$ cat config.mk
export PLATFORM = sky130hd
export DESIGN_NAME = cpu_mode_ctrl
export DESIGN_NICKNAME = d
export VERILOG_FILES = /design/src/rtl/cpu_mode_pkg.sv /design/src/rtl/cpu_mode_wr_check.sv /design/src/rtl/cpu_mode_state.sv /design/src/rtl/cpu_mode_decode.sv /design/src/rtl/cpu_mode_ctrl.sv
export SDC_FILE = /design/constraint.sdc
export NUM_CORES = 1
export LEC_CHECK = 0
export ABC_AREA = 1
export BUFFER_PORTS_ARGS = -buffer_cell sky130_fd_sc_hd__buf_2
export CAP_MARGIN = 20
export CORE_AREA = 2 2 78 80
export DETAILED_ROUTE_END_ITERATION = 12
export DIE_AREA = 0 0 80 82
export PLACE_DENSITY = 0.76
export SLEW_MARGIN = 25
export SYNTH_ARGS = -nofsm -noshare
export SYNTH_HDL_FRONTEND = slang
export SYNTH_SLANG_ARGS = --single-unit
$ cat constraint.sdc
create_clock -name clk -period 2.08 [get_ports clk]
set_input_delay 0.208 -clock clk [delete_from_list [all_inputs] [get_ports clk]]
set_output_delay 0.208 -clock clk [all_outputs]
set_load 0.05 [all_outputs]
$ cat src/rtl/cpu_mode_pkg.sv
package cpu_mode_pkg;

  typedef enum logic [2:0] {
    MODE_REAL    = 3'd0,
    MODE_PROT    = 3'd1,
    MODE_PG32    = 3'd2,
    MODE_PGEXT   = 3'd3,
    MODE_COMPAT  = 3'd4,
    MODE_LONG64  = 3'd5
  } mode_e;

  typedef enum logic [1:0] {
    CAUSE_NONE   = 2'd0,
    CAUSE_PROT   = 2'd1,
    CAUSE_EXT    = 2'd2,
    CAUSE_ENCHG  = 2'd3
  } cause_e;

  typedef enum logic [2:0] {
    SEL_CTL  = 3'd0,
    SEL_EXT  = 3'd1,
    SEL_ROOT = 3'd2,
    SEL_FEAT = 3'd3,
    SEL_CODE = 3'd4
  } sel_e;

  // bit positions inside each write word
  localparam int unsigned BIT_PROT  = 0;
  localparam int unsigned BIT_PAGE  = 1;
  localparam int unsigned BIT_EXT   = 0;
  localparam int unsigned BIT_LMEN  = 0;
  localparam int unsigned BIT_LMACT = 1;
  localparam int unsigned BIT_LFLAG = 0;

  typedef struct packed {
    logic prot;    // protection enable
    logic page;    // paging enable
    logic ext;     // physical address extension
    logic lm_en;   // long-mode enable
    logic lm_act;  // long-mode active (hardware owned)
    logic cs_long; // cached code-segment long flag
  } ctl_state_t;

  localparam ctl_state_t STATE_RESET = '0;

endpackage

$ cat src/rtl/cpu_mode_wr_check.sv
module cpu_mode_wr_check
  import cpu_mode_pkg::*;
#(
  parameter int unsigned DATA_W = 64
) (
  input  ctl_state_t        st,
  input  logic              wr_valid,
  input  logic [2:0]        wr_sel,
  input  logic [DATA_W-1:0] wr_data,
  output ctl_state_t        st_nxt,
  output logic              root_load,
  output logic              err,
  output cause_e            cause
);

  logic new_prot, new_page, new_ext, new_lmen, new_lflag;
  logic activating;

  assign new_prot   = wr_data[BIT_PROT];
  assign new_page   = wr_data[BIT_PAGE];
  assign new_ext    = wr_data[BIT_EXT];
  assign new_lmen   = wr_data[BIT_LMEN];
  assign new_lflag  = wr_data[BIT_LFLAG];

  // paging switched on while long mode is enabled
  assign activating = new_page && !st.page && st.lm_en;

  always_comb begin
    st_nxt    = st;
    root_load = 1'b0;
    err       = 1'b0;
    cause     = CAUSE_NONE;
    if (wr_valid) begin
      case (sel_e'(wr_sel))
        SEL_CTL: begin
          if (activating && !new_prot) begin
            err   = 1'b1;
            cause = CAUSE_PROT;
          end else if (activating && !st.ext) begin
            err   = 1'b1;
            cause = CAUSE_EXT;
          end else begin
            st_nxt.prot = new_prot;
            st_nxt.page = new_page;
            if (!new_page) begin
              st_nxt.lm_act = 1'b0;
            end else if (activating) begin
              st_nxt.lm_act = 1'b1;
            end
          end
        end
        SEL_EXT: begin
          st_nxt.ext = new_ext;
        end
        SEL_ROOT: begin
          root_load = 1'b1;
        end
        SEL_FEAT: begin
          // the active bit in the written word is never looked at
          if (st.page && (new_lmen != st.lm_en)) begin
            err   = 1'b1;
            cause = CAUSE_ENCHG;
          end else begin
            st_nxt.lm_en = new_lmen;
          end
        end
        SEL_CODE: begin
          st_nxt.cs_long = new_lflag;
        end
        default: begin
        end
      endcase
    end
  end

endmodule

$ cat src/rtl/cpu_mode_state.sv
module cpu_mode_state
  import cpu_mode_pkg::*;
#(
  parameter int unsigned ROOT_W = 40
) (
  input  logic              clk,
  input  logic              rst_n,
  input  ctl_state_t        st_nxt,
  input  logic              root_load,
  input  logic [ROOT_W-1:0] root_nxt,
  input  logic              err,
  input  cause_e            cause,
  output ctl_state_t        st_q,
  output logic [ROOT_W-1:0] root_q,
  output logic              fault_q,
  output cause_e            cause_q
);

  always_ff @(posedge clk or negedge rst_n) begin
    if (!rst_n) begin
      st_q    <= STATE_RESET;
      root_q  <= '0;
      fault_q <= 1'b0;
      cause_q <= CAUSE_NONE;
    end else begin
      st_q    <= st_nxt;
      if (root_load) begin
        root_q <= root_nxt;
      end
      fault_q <= err;
      cause_q <= err ? cause : CAUSE_NONE;
    end
  end

endmodule

$ cat src/rtl/cpu_mode_decode.sv
module cpu_mode_decode
  import cpu_mode_pkg::*;
#(
  parameter int unsigned ADDR_W     = 52,
  parameter int unsigned PAGE_SHIFT = 12
) (
  input  ctl_state_t                   st,
  input  logic [ADDR_W-PAGE_SHIFT-1:0] root,
  input  logic                         five_lvl_en,
  output mode_e                        mode,
  output logic [2:0]                   depth,
  output logic [ADDR_W-1:0]            base
);

  localparam logic [2:0] DEPTH_NONE  = 3'd0;
  localparam logic [2:0] DEPTH_LEG   = 3'd2;
  localparam logic [2:0] DEPTH_LEGX  = 3'd3;
  localparam logic [2:0] DEPTH_LONG4 = 3'd4;
  localparam logic [2:0] DEPTH_LONG5 = 3'd5;

  logic paged;
  assign paged = st.prot && st.page;

  always_comb begin
    mode  = MODE_REAL;
    depth = DEPTH_NONE;
    if (!st.prot) begin
      mode = MODE_REAL;
    end else if (!st.page) begin
      mode = MODE_PROT;
    end else if (st.lm_act) begin
      mode  = st.cs_long ? MODE_LONG64 : MODE_COMPAT;
      depth = five_lvl_en ? DEPTH_LONG5 : DEPTH_LONG4;
    end else if (st.ext) begin
      mode  = MODE_PGEXT;
      depth = DEPTH_LEGX;
    end else begin
      mode  = MODE_PG32;
      depth = DEPTH_LEG;
    end
  end

  assign base = paged ? {root, {PAGE_SHIFT{1'b0}}} : '0;

endmodule

$ cat src/rtl/cpu_mode_ctrl.sv
module cpu_mode_ctrl
  import cpu_mode_pkg::*;
#(
  parameter int unsigned DATA_W     = 64,
  parameter int unsigned ADDR_W     = 52,
  parameter int unsigned PAGE_SHIFT = 12
) (
  input  logic              clk,
  input  logic              rst_n,
  input  logic              wr_valid,
  input  logic [2:0]        wr_sel,
  input  logic [DATA_W-1:0] wr_data,
  input  logic              five_lvl_en,
  output logic [2:0]        mode_o,
  output logic [2:0]        depth_o,
  output logic              fault_o,
  output logic [1:0]        fault_cause_o,
  output logic [ADDR_W-1:0] pt_base_o
);

  localparam int unsigned ROOT_W = ADDR_W - PAGE_SHIFT;

  ctl_state_t        st_q, st_nxt;
  logic              root_load, err, fault_q;
  cause_e            cause, cause_q;
  logic [ROOT_W-1:0] root_q;
  mode_e             mode;

  cpu_mode_wr_check #(.DATA_W(DATA_W)) u_check (
    .st        (st_q),
    .wr_valid  (wr_valid),
    .wr_sel    (wr_sel),
    .wr_data   (wr_data),
    .st_nxt    (st_nxt),
    .root_load (root_load),
    .err       (err),
    .cause     (cause)
  );

  cpu_mode_state #(.ROOT_W(ROOT_W)) u_state (
    .clk       (clk),
    .rst_n     (rst_n),
    .st_nxt    (st_nxt),
    .root_load (root_load),
    .root_nxt  (wr_data[ADDR_W-1:PAGE_SHIFT]),
    .err       (err),
    .cause     (cause),
    .st_q      (st_q),
    .root_q    (root_q),
    .fault_q   (fault_q),
    .cause_q   (cause_q)
  );

  cpu_mode_decode #(.ADDR_W(ADDR_W), .PAGE_SHIFT(PAGE_SHIFT)) u_decode (
    .st          (st_q),
    .root        (root_q),
    .five_lvl_en (five_lvl_en),
    .mode        (mode),
    .depth       (depth_o),
    .base        (pt_base_o)
  );

  assign mode_o        = mode;
  assign fault_o       = fault_q;
  assign fault_cause_o = cause_q;

endmodule

# Word level (Yosys, flattened, before mapping)
# Cells that the tools add are included.
# totals
register_bits	49
latch_bits	0
ramBits	0
rom_bits	0
inputBits	71
word_cells	58
memories	0
# op_classes
add_sub_neg	0
mul	0
div_mod_pow	0
order_cmp	0
eq_ne	6
n_shift	0
muxes	25
n_bitwise	3
n_reduce_logical	15
# ops
cell	count
$mux 52	1
$mux 3	6
$mux 1	11
$mux 2	5
$eq 3x2->1 const B	2
$logic_and 1x1->1	6
$reduce_and 5->1	1
$pmux 2 s2	1
$reduce_and 2->1	2
$reduce_and 4->1	1
$eq 3x1->1 const B	1
$eq 3x3->1 const B	1
$logic_not 1->1	3
$logic_not 3->1	1
$not 1->1	3
$reduce_and 3->1	1
$ne 2x1->1 const B	1
$pmux 1 s2	1
$ne 1x1->1	1

# Longest topological paths before layout
# Gate-level depths: netlist of the first run.
# logic_depth
depth_word	9
mapped_depth	6
mapped_depth_nobuf	6

# Hierarchy
# Synthesis of the first run repeated with hierarchy kept, for this count alone.
# unflattened
cells_unflattened	351
hier_area_um2	2625.0
# modules_own_cells
module	n_inst	cells_per_inst	area_per_inst_um2	seq_area_each_um2
cpu_mode_state	1	183	1845.5	1226.2
cpu_mode_decode	1	113	521.8	0.0
cpu_mode_wr_check	1	55	257.7	0.0

# Least setup slack after synthesis of the first run
# No wires, ideal clock.
# synth_path
path_kind	register to output
from	reg, netlist name u_state.st_q[4]
to	out depth_o[0]
arrival_time_ps	1754
required_time_ps	1872
setup_slack_ps	118
stages_incl_launch_ff	5
path_buffers	0
path_cell_list	dfrtp_1 nand2_1 nor2_1 nand2_1 o31ai_1
# synth_between
elab_chain_cells	2
# synth_lines
element	line	text
$mux 3	cpu_mode_decode.sv:29	end else if (!st.page) begin
$mux 3	cpu_mode_decode.sv:27	if (!st.prot) begin
end, declared	cpu_mode_ctrl.sv:15	output logic [2:0] depth_o,
# Every way passes these cells.

# Final worst setup path of the first run
# layout_path
from	reg, netlist name u_state.st_q[4]
to	out mode_o[1]
# layout_between
elab_chain_cells	2
# layout_lines
element	line	text
$mux 3	cpu_mode_decode.sv:29	
$mux 3	cpu_mode_decode.sv:27	
end, declared	cpu_mode_ctrl.sv:14	output logic [2:0] mode_o,
# Every way passes these cells.

==> results of run 1 <==
logic make-up after synthesis:
group | count (synthesis) | share of synthesized area
flops | 49 | 0.515
simple gates | 118 | 0.200
buf+inv | 76 | 0.166
other cells | 1 | 0.00157
compound gates | 55 | 0.118
report_power, final:
part           internal [uW]  switching [uW]
Combinational            242             781
Sequential              1120            71.1
Clock                    301             292
Total                   1670            1140
cell usage after synthesis:
| master | n |
|---|---|
| nand3_4 | 1 |
| inv_2 | 1 |
| nor3_1 | 1 |
| nand4_1 | 1 |
| nor2_4 | 1 |
| conb_1 | 1 |
| nand3_1 | 6 |
| o21ai_2 | 1 |
| o21ai_0 | 7 |
| nand2_1 | 20 |
| buf_6 | 6 |
| nor2_1 | 88 |
| o21ai_1 | 1 |
| buf_4 | 16 |
| buf_2 | 4 |
| a21oi_1 | 45 |
| o31ai_1 | 1 |
| inv_1 | 49 |
| dfrtp_1 | 49 |
worst max-delay path: stages, from the launching register on:
cell     delay (ps)
dfrtp_1         440
nand2_1         140
buf_4           240
nor2_1          140
buf_2           280
layer usage:
layer	wire length, um	up-vias
met5	0	-
met4	50	0
met3	302	7
met2	2260	73
met1	2080	913
li1	-	1068
registers in the layout (all words and copies together) (netlist names):
register,count
u_state.root_q,40
u_state.st_q,6
u_state.cause_q,2
u_state.fault_q,1
through the flow:
stage	instances	hold slack, ps	setup WS, ps	power [uW]	cell area (um2)
floorplan	310	-87.6	118	2010	2420
global placement	461	213	671	2220	2850
detailed placement	461	215	640	2250	2850
CTS	470	146	302	2850	2960
global route	470	158	175	2980	2960
finish	470	160	335	2810	2960
layout make-up:
class / instances / area (um2) / area share
clock buffers: 7 / 96.3 / 0.0326
clock inverters: 1 / 5.00 / 0.00169
inverters: 50 / 188 / 0.0635
multi-input cells: 185 / 802 / 0.271
flip-flops and latches: 49 / 1230 / 0.415
well taps: 75 / 93.8 / 0.0317
repair buffers: 103 / 546 / 0.185
final timing paths:
check                                            startpoint                        endpoint  slack [ps]  cells past startpoint
min in group asynchronous                             rst_n    u_state.cause_q[0]$_DFF_PN0_         430                      3
max in group asynchronous                             rst_n  u_state.root_q[10]$_DFFE_PN0P_        1440                      3
worst max register to register  u_state.st_q[4]$_DFFE_PN0P_       u_state.fault_q$_DFF_PN0_        1000                      5
worst min register to register  u_state.st_q[0]$_DFFE_PN0P_     u_state.st_q[0]$_DFFE_PN0P_         500                      2
worst max-delay path            u_state.st_q[4]$_DFFE_PN0P_                       mode_o[1]         330                      4
worst min-delay path                            wr_data[41]  u_state.root_q[29]$_DFFE_PN0P_         160                      3
repair_timing:
action | CTS | global route
setup endpoints to repair | 0 | 0
hold endpoints to repair | 49 | 0
hold buffers | 1 | 0
==> impl_results.md, run 1 <==
* Final #Nets at between 400 and 500
* Synth unique cells at 19
* DRT Pass-1 Iters at 5
* I/O pins at ~130
* Diode count at 0
* Via count at 2061
* Port buffer count at 97
* Synthesized area at 2380 um2
* RSZ-0062 raised after global routing: false
* Fin crit period at 1750 ps
* Final setup viols at 0
* Largest net degree at the start of global routing at 50
* Post-DRT Antenna Nets at 0
* Yosys Warn Count at 0
* Ranking of synthesized cells by area: dfrtp_1 51%, nor2_1 14%, a21oi_1 9.5%
* Lkg Pwr at 0.00180 uW
* P&R area growth vs syn at 24.1%
* Crit path DAT at 1540 ps
* Die Area at 6560 um2
* Vias in the first global route at 1748
* Setup Buffers After CTS at 0
* Post-CTS resize count at 0
* Pwr dens at approximately 950 nW/um2
* Row Count at 28
* Sequential fraction of the synthesis area at 0.515
* Grt ovf at 0
* Gr busiest metal: met2
* WP data required at 1870 ps
* DR iter-0 viols at 60
* Clock buffer depth at 2
* Layout cell share with drive strength beyond 1 at 0.289
* Antenna violations before repair at 0
* Slew Viols, Final at 0
* Most common cell after layout, fill and taps aside: buf_2
* Flops & latches, synth at 49
* Clock latency on the worst-skew pair at slightly below 300 ps
* Max Cap Viol at 0
* Htree depth at 2
* Final Hold Fails at 0
* WL/cell at roughly 10 um
* Remaining DRCs at 0
* Final wirelength at around 4.7 mm
* Final cycle utilization of the critical path at 0.839
* Synth area leader: dfrtp_1
* Core Area at 5750 um2
* GR Layer Usage met2 at 0.245
* Syn Inst Count at about 300
* Max FO, Critical Path at 23
* Top cell type's share of synthesized area at 0.515
* Most frequent cells in the layout: 97 x buf_2, 88 x nor2_1, 49 x inv_1, 49 x dfrtp_1, 45 x a21oi_1
* Setup TNS at 0 ps
* DPL Wire Length at 3.46 mm
* Critical Path Source Type: register
* VDD IR max at 0.408 mV
* Placer congestion estimate at 0.787
* Final Core Density at 0.515
* Syn avg cell area at 7.97 um2
* CTS tree: built
* Met1 usage at 0.184
* Initial Utilization at 0.415
* Fmax at 0.573 GHz
* First-pass GRT wire length at 7.42 mm
* Min-delay worst type: in -> reg
* Setup Skew at 1.47 ps
* Num CTS Buffers at 5
* CP endpoint kind: output pin
* CTS root buf: clkbuf_8
* Chip width at 80 um
* All-Layer GR Usage at 0.143
* Run status: finished clean
* Worst-path clk slew at 90 ps
* Final-layout fill cell count at 534
* Die height at 82 um
* Via density at 4.39
* Met3 Use GR at 0.0253
* Clock Sinks at 49
* Crit path kind: reg -> out
(Power assumes the default switching activity.)
==> run 2: changes to the inputs <==
CORE_AREA = 2 2 81 83   (was 2 2 78 80)
DIE_AREA = 0 0 83 85   (was 0 0 80 82)
PLACE_DENSITY = 0.74   (was 0.76)
clock period = 1.55 ns   (was 2.08 ns; I/O delays follow)
==> run 2 against run 1 <==
  * Hold slack lost 58 ps
  * Largest cell class unchanged
  * Non-clock buffer count increased by 1
  * Routed wire length rose by 3.0%
  * First-iteration DRC count is 18% higher
  * Via count rose by 1.5%
  * Setup slack worse by 270 ps
  * Utilization fell by 0.72 points
  * Register-to-register slack got worse by 630 ps
  * Flip-flop and latch count did not move
  * Critical path depth up 1
==> impl_results.md, run 2 (same netlist as run 1, synthesis figures left out) <==
* Worst-Margin Slew at approximately 600 ps
* Max FO, Critical Path at 5
* Row Count at 29
* Chip width at 83 um
* Final setup viols at 0
* Max-slew headroom at 0.598
* Cell family with most CP delay: buffers and inverters
* Layout cell share with drive strength beyond 1 at 0.306
* VDD IR max at 0.498 mV
* CP endpoint kind: output pin
* Lkg Pwr at 0.00182 uW
* Crit path cell chain: buf_4 -> inv_1 -> o21ai_0 -> inv_1 -> buf_4
* Critical path depth at 5
* Die height at 85 um
* WL/cell at 10.2 um
* CTS root buf: clkbuf_8
* Max Cap Viol at 0
* Crit path kind: reg -> out
* Critical Path Source Type: register
* Final wirelength at between 4 and 5 mm
* Final cycle utilization of the critical path at 0.955
* Clock latency on the worst-skew pair at just under 300 ps
* Antenna violations before repair at 0
* CTS tree: built
* Via count at roughly 2100
* Run status: finished clean
* All-Layer GR Usage at 0.136
* Final Hold Slack at 101 ps
* Via density at ~4.4
* Vias in the first global route at 1836
* Num CTS Buffers at 5
* Largest Register: u_state.root_q
* Diode count at 0
* Leading registers by flop count: u_state.root_q x40, u_state.st_q x6, u_state.cause_q x2
* Placer congestion estimate at about 0.87
* Multi-input logic area at 830 um2
* Grt ovf at 0
* Largest net degree at the start of global routing at 50
* Die Area at 7060 um2
* Crit path buf inv count at 4
* Min-delay worst type: in -> reg
* Most common cell after layout, fill and taps aside: nor2_1
* Final instance area at 3150 um2
* Slew Viols, Final at 0
* Final #Nets at 466
* First-pass GRT wire length at 7.98 mm
* Crit path max-delay cell type: dfrtp_1
* P&R area growth vs syn at 32.1%
* Port buffer count at 97
* Final-layout fill cell count at 576
* Remaining DRCs at 0
* Setup Skew at ~2.6 ps
* I/O pins at 132
* Worst reg-to-reg path cell count at 7
* Post-DRT Antenna Nets at 0
* Htree depth at 2
* DRT Pass-1 Iters at 4
* Clock Sinks at 49
* Number of flip-flops in the largest register at 40
* Most frequent cells in the layout: 84 x nor2_1, 53 x buf_2, 48 x inv_1, 48 x dfrtp_1, 45 x a21oi_1
* Crit path DAT at 1330 ps
* Setup Buffers After CTS at 0
* Core Area at just over 6000 um2
* Worst Hold Path Cells at 3
* Clock buffer depth at 2
* Seq. cell area at 1230 um2
* DPL Wire Length at 3.45 mm
* Worst-path clk slew at around 80 ps
* CP max stage delay at 400 ps
* Final Hold Fails at 0
* Fmax at 0.675 GHz
* Initial Utilization at 0.384
* WP data required at 1390 ps
* Fin crit period at between 1000 and 1500 ps
* Pwr dens at 1240 nW/um2
* Post-placement cell area at between 2000 and 3000 um2
* DR iter-0 viols at 71
-- run 2: cell count changes in the layout (fill, tap and decap cells not counted), moves of 3 or more --
cell	delta
nor2_1	-4
buf_2	-44
buf_4	+27
clkbuf_4	+5
buf_6	+12
nor2_2	+3
-- run 2: final timing paths --
kind / endpoint / slack, ps / start
worst min-delay path: u_state.root_q[30]$_DFFE_PN0P_ / 100 / wr_data[42]
worst max register to register: u_state.st_q[1]$_DFFE_PN0P_ / 370 / u_state.st_q[4]$_DFFE_PN0P_
worst min register to register: u_state.st_q[0]$_DFFE_PN0P_ / 490 / u_state.st_q[0]$_DFFE_PN0P_
worst max-delay path: mode_o[0] / 70 / u_state.st_q[4]$_DFFE_PN0P_
max in group asynchronous: u_state.st_q[1]$_DFFE_PN0P_ / 640 / rst_n
min in group asynchronous: u_state.root_q[37]$_DFFE_PN0P_ / 480 / rst_n
-- run 2: power by group --
group | switching [uW] | leakage (uW) | internal [uW]
combinational | 1090 | 0.00124 | 461
clock | 379 | 0.0000443 | 354
sequential | 101 | 0.000541 | 1510
total | 1570 | 0.00182 | 2330
-- run 2: area by class of cell --
type	count	area share
Tap cell	77	0.0306
Clock buffer	7	0.0274
Timing Repair Buffer	104	0.229
Multi-Input combinational cell	185	0.264
Sequential cell	49	0.390
Inverter	50	0.0596
-- run 2: what timing repair did --
| action | in CTS | in global routing |
|---|---|---|
| hold buffers | 1 | 0 |
| gates resized for setup | 39 | 30 |
| setup endpoints to repair | 43 | 34 |
| endpoints found under the hold margin | 49 | 0 |
-- run 2: routing by layer --
metal  vias to the layer above  GRT usage  wire, um
li1                       1065          -         -
met1                       952      0.168      2050
met2                        69      0.238      2430
met5                         -          0         0
met3                         6     0.0321       293
met4                         0     0.0402        54
-- run 2: worst min-delay path, cell delays in order --
cell and delay [ps]:
buf_2 70, nor2_1 30, a21oi_1 90
-- run 2: through the flow --
| step | instances | TNS [ps] | util | total power (uW) | worst slack, ps |
|---|---|---|---|---|---|
| finish | 472 | 0 | 0.507 | 3890 | 69.1 |
| detailed placement | 464 | 0 | 0.463 | 3040 | 214 |
| global placement | 464 | 0 | 0.463 | 3010 | 219 |
| floorplan | 310 | -63.9 | - | 2710 | -14.8 |
| CTS | 472 | 0 | 0.494 | 3890 | 11.8 |
| global route | 472 | -70.0 | 0.507 | 4140 | -28.2 |
==> run 3: changes to the inputs <==
ABC_CLOCK_PERIOD_IN_PS = 1550   (was not set)
MAX_ROUTING_LAYER = met4   (was not set)
==> run 3 against run 2 <==
  * Non-clock buffer count is the same
  * Flip-flop and latch count did not move
  * Combinational power barely moved
  * Global-route usage increased by 0.44 points
  * Sequential share of layout area is the same
  * Die area unchanged
  * Power is 0.21% higher
  * Critical path depth down 1
  * Clock-buffer cell count is the same
==> impl_results.md, run 3 (same netlist as run 1, synthesis figures left out) <==
* I/O pins at 132
* First-pass GRT wire length at approximately 8 mm
* Port buffer count at 97
* Clock Sinks at 49
* PnR worst setup slack at 68.9 ps
* Largest Register: u_state.root_q
* Critical Path Source Type: register
* Initial Utilization at 0.384
* Diode count at 0
* Top layer in use: met4
* Final Hold Slack at approximately 100 ps
* DP Worst Slack at 214 ps
* Via count at between 2000 and 2500
* Most frequent cells in the layout: 84 x nor2_1, 53 x buf_2, 48 x inv_1, 48 x dfrtp_1, 45 x a21oi_1
* Setup TNS at 0 ps
* Worst-Margin Slew at 605 ps
* P&R area growth vs syn at 32.1%
* Num CTS Buffers at 5
* Setup Skew at roughly 2.9 ps
* Met3 WL post-DR at 272 um
* Most common cell after layout, fill and taps aside: nor2_1
* Final wirelength at 4.87 mm
* DPL Wire Length at 3.45 mm
* CTS root buf: clkbuf_8
* Post-placement cell area at 2870 um2
* Setup Buffers After CTS at 0
* Antenna violations before repair at 0
* Worst-path clk slew at 80 ps
* Layout cell share with drive strength beyond 1 at 0.306
* Final cycle utilization of the critical path at 0.956
* Slew Viols, Final at 0
* Lkg Pwr at 0.00182 uW
* Htree depth at 2
* Run status: finished clean
* VDD IR max at 0.501 mV
* Final setup viols at 0
* Max Cap Viol at 0
* DRT Pass-1 Iters at 4
* DRT met1 WL at 2.11 mm
* Crit path kind: reg -> out
* Crit path DAT at 1330 ps
* Largest net degree at the start of global routing at 50
* Clock latency on the worst-skew pair at 290 ps
* Chip width at 83 um
* Core Area at 6200 um2
* CTS tree: built
* Max-slew headroom at 0.597
* Remaining DRCs at 0
* Final Hold Fails at 0
* Row Count at 29
* Routed met2 length at ~2.4 mm
* Grt ovf at 0
* Via density at 4.44
* Vias in the first global route at between 1500 and 2000
* Number of flip-flops in the largest register at 40
* Pwr dens at 1240 nW/um2
* Min-delay worst type: in -> reg
* Final #Nets at 466
* All-Layer GR Usage at 0.140
* Leading registers by flop count: u_state.root_q x40, u_state.st_q x6, u_state.cause_q x2
* Final instance area at 3150 um2
* WL/cell at 10.3 um
* Pwr Total at approximately 3900 uW
* Fin crit period at 1480 ps
* WP data required at 1390 ps
* Die Area at about 7000 um2
* CP endpoint kind: output pin
* Max FO, Critical Path at 24
* Clock buffer depth at 2
* DR iter-0 viols at 73
* Fmax at 0.675 GHz
* Die height at 85 um
* Post-DRT Antenna Nets at 0
* Final-layout fill cell count at 576
* Placer congestion estimate at 0.887
[run 3: cell type report]
type	instances	area [um2]	area share
multi-input combinational	185	830	0.264
timing repair buffer	104	721	0.229
sequential	49	1230	0.390
clock buffer	7	86.3	0.0274
inverter	50	188	0.0596
tap	77	96.3	0.0306
[run 3: critical path: stages, from the launching register on]
cell	delay, ps
dfrtp_1	420
nand2_4	100
buf_12	170
nor2_1	150
buf_6	180
[run 3: repair_timing]
item / in CTS / in global routing
gates resized for setup: 39 / 30
endpoints found under the setup margin: 43 / 34
hold endpoints to repair: 49 / 0
hold buffers: 1 / 0
[run 3: stage by stage]
stage / std cells / utilization
CTS: 472 / 0.494
global route: 472 / 0.507
floorplan: 310 / -
global placement: 464 / 0.463
detailed placement: 464 / 0.463
finish: 472 / 0.507
[run 3: metal layers]
metal | vias to the layer above | track usage
met2 | 69 | 0.238
met3 | 6 | 0.0311
met1 | 955 | 0.169
met5 | - | -
li1 | 1065 | -
met4 | 0 | 0.0402
[run 3: path summary, 6_finish.rpt]
path	from	end	slack (ps)	depth (start not counted)
worst max-delay path	u_state.st_q[5]$_DFFE_PN0P_	pt_base_o[13]	70	4
worst min-delay path	wr_data[42]	u_state.root_q[30]$_DFFE_PN0P_	100	3
worst max register to register	u_state.st_q[4]$_DFFE_PN0P_	u_state.st_q[1]$_DFFE_PN0P_	370	7
worst min register to register	u_state.st_q[0]$_DFFE_PN0P_	u_state.st_q[0]$_DFFE_PN0P_	490	2
max in group asynchronous	rst_n	u_state.st_q[1]$_DFFE_PN0P_	640	3
min in group asynchronous	rst_n	u_state.root_q[37]$_DFFE_PN0P_	490	3
[run 3: report_power, final]
part	leakage [uW]	switching [uW]	internal [uW]	total, uW
Combinational	0.00124	1090	461	1550
Sequential	0.000541	102	1510	1610
Clock	0.0000443	385	354	740
